**src/rtl/scanline_irq_pkg.sv**
```systemverilog
// Package: shared command type and rule encoding for the scanline counter.
// Assumes all host strobes are single-cycle and in the system clock domain.
package scanline_irq_pkg;

    // Fire-rule selection values used by the FIRE_RULE parameter.
    localparam int RULE_ZERO       = 0;
    localparam int RULE_TRANSITION = 1;

    // Host command strobes gathered into one bundle.
    typedef struct packed {
        logic latch_wr;
        logic reload_wr;
        logic enable_wr;
        logic disable_wr;
    } host_cmd_t;

endpackage

```
**src/rtl/edge_qualifier.sv**
```systemverilog
// Module: edge_qualifier
// Detects rising edges of one watched address bit and accepts an edge only
// after the bit has been low for at least THRESHOLD CPU ticks.
// Assumes address samples and CPU ticks are single-cycle strobes.
module edge_qualifier #(
    parameter int ADDR_W    = 14,
    parameter int WATCH_BIT = 12,
    parameter int THRESHOLD = 3,
    parameter int LOW_W     = 8
) (
    input  logic              clk,
    input  logic              rst_n,
    input  logic [ADDR_W-1:0] addr,
    input  logic              addr_vld,
    input  logic              cpu_tick,
    output logic              step_en
);
    localparam logic [LOW_W-1:0] LOW_MAX = {LOW_W{1'b1}};
    localparam logic [LOW_W-1:0] TH_V    = LOW_W'(THRESHOLD);

    logic             line_q;
    logic [LOW_W-1:0] low_cnt;
    logic             bit_now;
    logic             unused_addr;

    assign bit_now     = addr[WATCH_BIT];
    assign unused_addr = ^addr;

    // Accept a rising edge once the low time meets the threshold.
    always_comb begin
        step_en = addr_vld && bit_now && !line_q && (low_cnt >= TH_V);
    end

    // Hold the last sampled level of the watched bit.
    always_ff @(posedge clk) begin
        if (!rst_n) begin
            line_q <= 1'b0;
        end else if (addr_vld) begin
            line_q <= bit_now;
        end
    end

    // Count CPU ticks spent low, saturating; clear on a tick while high.
    always_ff @(posedge clk) begin
        if (!rst_n) begin
            low_cnt <= '0;
        end else if (cpu_tick) begin
            if (line_q) begin
                low_cnt <= '0;
            end else if (low_cnt != LOW_MAX) begin
                low_cnt <= low_cnt + 1'b1;
            end
        end
    end

    // after an accepted edge the held level is high
    p_level_high_after_edge_r1: assert property (@(posedge clk) disable iff (!rst_n)
        step_en |=> line_q);

    // the low-time count adds one on a tick while low
    p_low_count_inc_r2: assert property (@(posedge clk) disable iff (!rst_n)
        (cpu_tick && !line_q && low_cnt != LOW_MAX) |=> low_cnt == $past(low_cnt) + 1'b1);

    // the low-time count saturates
    p_low_count_sat_r2: assert property (@(posedge clk) disable iff (!rst_n)
        (cpu_tick && !line_q && low_cnt == LOW_MAX) |=> low_cnt == LOW_MAX);

    // a tick while high clears the low-time count
    p_low_count_clear_r2: assert property (@(posedge clk) disable iff (!rst_n)
        (cpu_tick && line_q) |=> low_cnt == '0);

endmodule

```
**src/rtl/irq_down_counter.sv**
```systemverilog
// Module: irq_down_counter
// 8-bit reloadable down-counter stepped by qualified edges, with a selectable
// rule that decides when the interrupt request sets.
// Assumes host strobes and step_en are single-cycle pulses.
module irq_down_counter
    import scanline_irq_pkg::*;
#(
    parameter int CNT_W     = 8,
    parameter int FIRE_RULE = RULE_ZERO
) (
    input  logic             clk,
    input  logic             rst_n,
    input  logic             step_en,
    input  host_cmd_t        cmd,
    input  logic [CNT_W-1:0] data,
    output logic [CNT_W-1:0] count,
    output logic             irq
);
    localparam logic [CNT_W-1:0] ONE_V = CNT_W'(1);

    logic [CNT_W-1:0] latch_q;
    logic [CNT_W-1:0] count_nxt;
    logic             reload_flag;
    logic             enabled;
    logic             stepping;
    logic             fire;

    assign stepping = step_en && !cmd.reload_wr;

    // Next counter value for a step: load on zero or pending reload.
    always_comb begin
        if (count == '0 || reload_flag) begin
            count_nxt = latch_q;
        end else begin
            count_nxt = count - 1'b1;
        end
    end

    // Pick the fire rule the parameter asks for.
    generate
        if (FIRE_RULE == RULE_TRANSITION) begin : g_rule_transition
            always_comb begin
                fire = (count_nxt == '0) && ((count == ONE_V) || reload_flag);
            end
        end else begin : g_rule_zero
            always_comb begin
                fire = (count_nxt == '0);
            end
        end
    endgenerate

    // Hold the latch value written by the host.
    always_ff @(posedge clk) begin
        if (!rst_n) begin
            latch_q <= '0;
        end else if (cmd.latch_wr) begin
            latch_q <= data;
        end
    end

    // Update the counter and reload flag; a reload write has priority.
    always_ff @(posedge clk) begin
        if (!rst_n) begin
            count       <= '0;
            reload_flag <= 1'b0;
        end else if (cmd.reload_wr) begin
            count       <= '0;
            reload_flag <= 1'b1;
        end else if (step_en) begin
            count       <= count_nxt;
            reload_flag <= 1'b0;
        end
    end

    // Track the enable; disable wins over enable.
    always_ff @(posedge clk) begin
        if (!rst_n) begin
            enabled <= 1'b0;
        end else if (cmd.disable_wr) begin
            enabled <= 1'b0;
        end else if (cmd.enable_wr) begin
            enabled <= 1'b1;
        end
    end

    // Set the interrupt on a firing step while enabled; disable clears it.
    always_ff @(posedge clk) begin
        if (!rst_n) begin
            irq <= 1'b0;
        end else if (cmd.disable_wr) begin
            irq <= 1'b0;
        end else if (stepping && fire && enabled) begin
            irq <= 1'b1;
        end
    end

    // a reload write zeroes the counter and arms the flag
    p_reload_zero_r4: assert property (@(posedge clk) disable iff (!rst_n)
        cmd.reload_wr |=> (count == '0) && reload_flag);

    // a plain step decrements
    p_step_dec_r5: assert property (@(posedge clk) disable iff (!rst_n)
        (stepping && count != '0 && !reload_flag) |=> count == $past(count) - 1'b1);

    // a step from zero or after reload loads the latch and clears the flag
    p_step_load_r5: assert property (@(posedge clk) disable iff (!rst_n)
        (stepping && (count == '0 || reload_flag)) |=> (count == $past(latch_q)) && !reload_flag);

    // the interrupt only rises while enabled
    p_irq_needs_enable_r8: assert property (@(posedge clk) disable iff (!rst_n)
        $rose(irq) |-> $past(enabled));

    // a disable write clears the interrupt
    p_disable_clears_r8: assert property (@(posedge clk) disable iff (!rst_n)
        cmd.disable_wr |=> !irq);

    // a latch write alone leaves the counter unchanged
    p_latch_keeps_count_r9: assert property (@(posedge clk) disable iff (!rst_n)
        (cmd.latch_wr && !step_en && !cmd.reload_wr) |=> $stable(count));

endmodule

```
**src/rtl/scanline_irq_counter.sv**
```systemverilog
// Module: scanline_irq_counter
// Top level: debounced edge detection on a video address bit feeding a
// reloadable down-counter that raises a level interrupt.
// Assumes one clock domain and single-cycle input strobes.
module scanline_irq_counter
    import scanline_irq_pkg::*;
#(
    parameter int ADDR_W    = 14,
    parameter int WATCH_BIT = 12,
    parameter int THRESHOLD = 3,
    parameter int LOW_W     = 8,
    parameter int CNT_W     = 8,
    parameter int FIRE_RULE = RULE_ZERO
) (
    input  logic              clk,
    input  logic              rst_n,
    input  logic [ADDR_W-1:0] vid_addr,
    input  logic              vid_addr_vld,
    input  logic              cpu_tick,
    input  logic              host_latch_wr,
    input  logic [CNT_W-1:0]  host_data,
    input  logic              host_reload_wr,
    input  logic              host_enable_wr,
    input  logic              host_disable_wr,
    output logic              irq_pending,
    output logic [CNT_W-1:0]  count_value
);
    host_cmd_t cmd;
    logic      step_en;

    // Bundle the host strobes.
    always_comb begin
        cmd.latch_wr   = host_latch_wr;
        cmd.reload_wr  = host_reload_wr;
        cmd.enable_wr  = host_enable_wr;
        cmd.disable_wr = host_disable_wr;
    end

    edge_qualifier #(
        .ADDR_W    (ADDR_W),
        .WATCH_BIT (WATCH_BIT),
        .THRESHOLD (THRESHOLD),
        .LOW_W     (LOW_W)
    ) u_edge (
        .clk      (clk),
        .rst_n    (rst_n),
        .addr     (vid_addr),
        .addr_vld (vid_addr_vld),
        .cpu_tick (cpu_tick),
        .step_en  (step_en)
    );

    irq_down_counter #(
        .CNT_W     (CNT_W),
        .FIRE_RULE (FIRE_RULE)
    ) u_count (
        .clk     (clk),
        .rst_n   (rst_n),
        .step_en (step_en),
        .cmd     (cmd),
        .data    (host_data),
        .count   (count_value),
        .irq     (irq_pending)
    );

    // a strobe with the watched bit low never changes the counter
    p_no_step_on_low_r1: assert property (@(posedge clk) disable iff (!rst_n)
        (vid_addr_vld && !vid_addr[WATCH_BIT] && !host_reload_wr) |=> $stable(count_value));

endmodule

```
**config.mk**
```make
export PLATFORM = sky130hd
export DESIGN_NAME = scanline_irq_counter
export DESIGN_NICKNAME = d
export VERILOG_FILES = /design/src/rtl/scanline_irq_pkg.sv /design/src/rtl/edge_qualifier.sv /design/src/rtl/irq_down_counter.sv /design/src/rtl/scanline_irq_counter.sv
export SDC_FILE = /design/constraint.sdc
export NUM_CORES = 1
export LEC_CHECK = 0
export ABC_AREA = 1
export BUFFER_PORTS_ARGS = -buffer_cell sky130_fd_sc_hd__buf_4
export CAP_MARGIN = 20
export CELL_PAD_IN_SITES_DETAIL_PLACEMENT = 0
export CELL_PAD_IN_SITES_GLOBAL_PLACEMENT = 1
export CORE_MARGIN = 1
export CORE_UTILIZATION = 36
export CTS_CLUSTER_DIAMETER = 40
export DETAILED_ROUTE_END_ITERATION = 10
export HOLD_SLACK_MARGIN = 0.06
export PLACE_DENSITY = 0.8
export SKIP_LAST_GASP = 1
export SLEW_MARGIN = 20
export SYNTH_ARGS = -nofsm -noshare
export SYNTH_HDL_FRONTEND = slang
export SYNTH_HIERARCHICAL = 1
export SYNTH_SLANG_ARGS = --single-unit
```
**constraint.sdc**
```tcl
create_clock -name clk -period 2.3 [get_ports clk]
set_clock_uncertainty 0.1 [all_clocks]
set_input_delay 0.23 -clock clk [delete_from_list [all_inputs] [get_ports clk]]
set_output_delay 0.23 -clock clk [all_outputs]
set_load 0.05 [all_outputs]
```
==> out/qor.yml, run 1 <==
status: "finished clean"
wl_per_cell_um: 10.9
p_seq_share_pct: 51.0
io_pins: 39
clkLatencyLatePin_ps: 270
post-route-drc-count: 0
worstMarginPinSlew_ps: 360
rsz0062_at_grt: "false"
postLayoutCellArea_mm2: 0.00189
endpoint_kind: "flop"
max_freq_mhz: 551
antenna_found_initial: 0
swShare_pct: 22.5
clock_sinks: 28
worstPathArrival_ps: 1940
worstPathMaxFanout: 7
synth_top_area_share_pct: 35.5
hp-start: "host_data[4]"
via_count: 1479
start_util_pct: 38.3
synth-edff-count: 0
ys_warn_count: 6
grt_pass1_vias: 1300
tns_ps: 0
synthArstFlopShare_pct: 0
cts.clk_slew.worst_paths_ps: 100
hold_path_depth: 3
cts_made_buffers: 3
layout.cells.non_filler: 323
post_cts_resized: 0
dieArea_mm2: 0.00465
p_sw_uw: 225
cts_hold_buf: 0
hp-class: "in -> reg"
dp.cells: 319
yosys.area.top_type: "dfxtp_1"
synth_area_mm2: 0.00158
cts-root-buf: "clkbuf_8"
grt-ovfl-total: 0
syn_to_final_growth_pct: 19.8
max-slew-margin-rel_pct: 76.0
dp.final_hpwl_mm: 2.66
seq_area_frac_synth_pct: 35.5
drive_gt1_share_pct: 18.3
wl_mm: 3.51
postRouteAntennaNets: 0
setup_viol: 0
post-place-ws_ps: 504
chipWidth_um: 68.2
ir_drop_v: 0.000247
timing.max_cap.violations: 0
layout_min_cycle_time_ps: 1820
first_iter_violations: 120
crit_path_start_kind: "flop"
p_leak_uw: 0.000951
grt_pass1_wl_mm: 5.79
p_int_uw: 778
track_usage_pct: 16.7
pwr-share-comb_pct: 10.3
r2r_end: "u_count/irq"
routed_via_density: 4.58
finalHoldViolations: 0
crit_type: "reg -> reg"
grt_max_degree: 17
clk_path_buf_depth: 2
worstHoldEndpoint: "u_count/latch_q[4]"
power_density_mw_per_mm2: 531
postSynthAreaPerCell_um2: 6.39
ctsHtreeMaxLevel: 1
r2r_start: "u_count/count[0]"
layout.nets: 307
regToRegSetupSlack_ps: 480
synth.area.top_cells: "dfxtp_1 36%, nand2_1 15%, inv_1 8.8%"
synth_common_cells: "63 x nand2_1, 37 x inv_1, 30 x nor2_1"
yosysMostFrequentCell: "nand2_1"
postCtsSetupRepairBufs: 0
diodes: 0
core_mm2: 0.00412
synthFlopType: "dfxtp_1"
firstDrtPassIters: 4
io_buffers: 25
critPathRequiredTime_ps: 2420
drv_slew: 0
synth.distinct_cells: 26
place_congestion: 0.829
ys_ff_latch: 28
rows: 23
placed_area_mm2: 0.00182
synthCells: 247
fp.dieH_um: 68.2
cts_tree: "built"
synth_nets: 280
ff2ff_path_depth: 11
worst_slack_ps: 484
post-route-period-util_pct: 79.0
clockPowerShare_pct: 38.8
## area by class of cell
type / count / area, um2
clock buffers: 3 / 41.3
clock inverters: 1 / 30.0
fillers: 459 / 2220
inverters: 41 / 154
multi-input cells: 174 / 847
flip-flops and latches: 28 / 561
well taps: 50 / 62.6
repair buffers: 26 / 195
## state kept, by name, indices dropped and copies added, names as in the netlist
name	cells
u_count/reload_flag	1
u_edge/low_cnt	8
u_count/irq	1
u_count/latch_q	8
u_edge/line_q	1
u_count/enabled	1
u_count/count	8
## power groups by stage
stage	sequential, uW	clock (uW)	combinational, uW
global placement	522	0	103
detailed placement	523	0	102
global route	513	420	118
floorplan	520	0	65.3
CTS	511	400	103
finish	511	389	103
## per-stage QoR
step | total power [uW] | utilization, % | hold slack (ps)
floorplan | 585 | - | 250
global placement | 625 | 44.2 | 342
detailed placement | 625 | 44.2 | 346
CTS | 1010 | 45.9 | 69.7
global route | 1050 | 45.9 | 69.2
finish | 1000 | 45.9 | 72.0
## per-layer routing
layer | global-route usage (%) | share of wire (%) | up-vias
met4 | 5.47 | 0.97 | 0
met1 | 25.7 | 56 | 622
li1 | - | - | 823
met5 | 0 | 0 | -
met2 | 23.3 | 39 | 32
met3 | 2.50 | 4.0 | 2
## critical path: stages (launching register included)
cell,delay (ps)
dfxtp_1,340
inv_1,110
ha_1,250
nand3_2,80
nor2_2,40
nor2_2,230
nand3_1,140
nand2_1,110
nand2_1,70
nor2_2,100
nand2_1,80
a21oi_2,110
## worst max path at each step
stage                      from           to  slack, ps  depth (start not counted)
6_report       u_count/count[0]  u_count/irq        480                         11
5_1_grt        u_count/count[0]  u_count/irq        360                         11
4_1_cts        u_count/count[0]  u_count/irq        470                         11
3_5_place_dp   u_count/count[0]  u_count/irq        500                         11
3_3_place_gp   u_count/count[0]  u_count/irq        480                         11
2_1_floorplan  u_count/count[0]  u_count/irq        340                         11
## cell usage in the layout (no fill, tap or decap)
cell        n
a31oi_1     1
nor2_2      4
nor3_1      2
buf_4      26
dfxtp_1    28
nand2_4     3
a21oi_1    23
nor2_1     30
inv_1      37
o21ai_0    13
or2_2       2
clkinv_1    1
inv_2       3
clkbuf_8    3
bufinv_16   1
ha_1        3
mux2i_1     1
o21ai_2     1
nand2_1    63
xnor2_1     1
nand2_2     2
nand3_2     2
nor2_4      2
or2_1       1
o21ai_1     2
a21oi_2     1
nand3_1    17
## cells by family (layout without fill, tap and decap cells)
logic type	count (synthesis)	in the layout	synth area share, %
buffers and inverters	45	71	10.8
adders and majority gates	3	3	2.38
xor gates and xnor gates	1	1	0.555
DFF	28	28	35.5
AOI/OAI and AO/OA	41	41	13.6
muxes	1	1	0.634
and+or+nand+nor	128	128	36.6
(Power assumes the default switching activity.)
==> run 2, diff against run 1 <==
- ABC_AREA: 1 -> 0
- CORE_UTILIZATION: 36 -> 38
- PLACE_DENSITY: 0.8 -> 0.79
- clock period: 2.3 -> 1.8 ns (I/O delays scaled with it)
==> out/qor.yml, run 2 <==
grt-ovfl-total: 0
clockPowerShare_pct: 35.2
wl_per_cell_um: 14.3
firstDrtPassIters: 6
synth.distinct_cells: 47
p_leak_uw: 0.000764
postRouteAntennaNets: 0
final_cell_mix: "37 x buf_4, 23 x dfxtp_1, 12 x mux2i_1"
setup_viol: 0
syn_to_final_growth_pct: 31.6
clkLatencyLatePin_ps: 270
p_sw_uw: 282
tns_ps: 0
synth_top_area_share_pct: 37.1
synthFlopType: "dfxtp_1"
antenna_found_initial: 0
synth_area_mm2: 0.00151
post-route-drc-count: 0
cts-root-buf: "clkbuf_8"
synthArstFlopShare_pct: 0
core_mm2: 0.00374
grt_pass1_vias: 1362
place_congestion: 0.839
endpoint_kind: "flop"
diodes: 0
p_int_uw: 956
track_usage_pct: 19.0
synth_common_cells: "28 x dfxtp_1, 12 x mux2i_1, 11 x nor2_1"
status: "finished clean"
pwr-share-comb_pct: 12.0
max_freq_mhz: 580
hp-class: "in -> reg"
via_count: 1463
crit_path_start_kind: "flop"
grt_pass1_wl_mm: 6.30
yosysMostFrequentCell: "dfxtp_1"
synthCells: 170
grt_max_degree: 20
io_buffers: 25
post-route-period-util_pct: 95.8
final_common_cell: "buf_4"
layout_min_cycle_time_ps: 1720
synth_nets: 203
cts_made_buffers: 3
worstMarginPinSlew_ps: 363
rsz0062_at_grt: "true"
ys_ff_latch: 28
clock_sinks: 28
chipWidth_um: 65.0
postSynthAreaPerCell_um2: 8.88
clk_path_buf_depth: 2
layout.nets: 242
synth.area.top_cells: "dfxtp_1 37%, mux2i_1 8.0%, nor2b_1 4.1%"
start_util_pct: 40.3
io_pins: 39
max-slew-margin-rel_pct: 75.8
worstPathArrival_ps: 1840
synth-edff-count: 0
timing.max_cap.violations: 0
crit_type: "reg -> reg"
placed_area_mm2: 0.00182
routed_via_density: 5.71
rows: 22
dieArea_mm2: 0.00423
worstPathMaxFanout: 6
first_iter_violations: 93
fp.dieH_um: 65.0
dp.final_hpwl_mm: 2.70
p_seq_share_pct: 52.9
ctsHtreeMaxLevel: 1
ys_warn_count: 6
drv_slew: 0
cts_tree: "built"
power_density_mw_per_mm2: 623
yosys.area.top_type: "dfxtp_1"
critPathRequiredTime_ps: 1920
drive_gt1_share_pct: 30.3
reg_top3: "u_count/count x8, u_count/latch_q x8, u_edge/low_cnt x8"
cts.clk_slew.worst_paths_ps: 100
wl_mm: 3.67
hold_ws_ps: 68.5
ir_drop_v: 0.000369
postLayoutCellArea_mm2: 0.00199
finalHoldViolations: 0
swShare_pct: 22.8
seq_area_frac_synth_pct: 37.1
run 2: changes by cell type in the layout (fill, tap and decap cells not counted), sizes merged, moves of 4 or more:
cell / change
nor3: +6
a211oi: +4
buf: +12
inv: -33
nand2b: +5
nor2: -25
a21oi: -17
nand3: -13
nand2: -61
mux2i: +11
o21ai: -4
a32o: +6
nor3b: +6
nor2b: +11
run 2: cell type report:
type | instances | area [um2]
Multi-Input combinational cell | 128 | 945
Inverter | 8 | 35.0
Clock buffer | 4 | 66.3
Tap cell | 48 | 60.1
Timing Repair Buffer | 40 | 309
Sequential cell | 28 | 572
Fill cell | 351 | 1760
run 2: what timing repair did:
action                                 in CTS  in global routing
endpoints found under the hold margin       2                  0
pin swaps                                   0                  7
gates resized for setup                     1                 13
hold buffers                                2                  0
setup endpoints to repair                   1                 13
buffers inserted                            0                  3
run 2: path summary, 6_finish.rpt:
check                                          end  slack, ps  cells past startpoint        startpoint
worst max-delay path                   u_count/irq         80                      7  u_count/count[1]
worst min-delay path            u_count/latch_q[1]         70                      3      host_data[1]
worst max register to register         u_count/irq         80                      7  u_count/count[1]
worst min register to register     u_count/enabled        400                      2   u_count/enabled
run 2: critical path: stages (launching register included):
cell and delay [ps]:
dfxtp_4 360, inv_4 60, ha_4 120, nor3b_4 340, a21oi_4 130, o2111a_1 300, a21oi_2 110, a31o_1 140
run 2: kinds of logic after synthesis:
| group | synth area share [%] |
|---|---|
| and+or+nand+nor | 27.8 |
| AOI/OAI and AO/OA | 20.0 |
| DFF | 37.1 |
| buffers and inverters | 4.06 |
| muxes | 7.95 |
| adders and majority gates | 2.49 |
| xor gates and xnor gates | 0.580 |
run 2: routing by layer:
metal  wire (um)  global-route usage, %  vias to the layer above
li1            -                      -                      711
met1        1840                   27.6                      697
met2        1600                   28.0                       51
met3         189                   2.82                        4
met4          40                   7.07                        0
met5           0                      0                        -
run 2: stage by stage:
step	total power (uW)	setup slack [ps]	util, %	std cells
final	1240	75.6	53.1	256
after global routing	1310	-12.2	53.1	256
after CTS	1250	16.3	51.1	253
after detailed placement	810	14.9	48.7	247
after global placement	803	48.1	48.7	247
after floorplan	749	-11.8	-	170
run 2: power by group through the flow:
stage / Combinational (uW) / Sequential, uW / Clock (uW)
3_5_place_dp: 142 / 668 / 0
3_3_place_gp: 137 / 667 / 0
5_1_grt: 164 / 659 / 488
4_1_cts: 147 / 653 / 449
2_1_floorplan: 86.7 / 662 / 0
6_report: 148 / 655 / 435
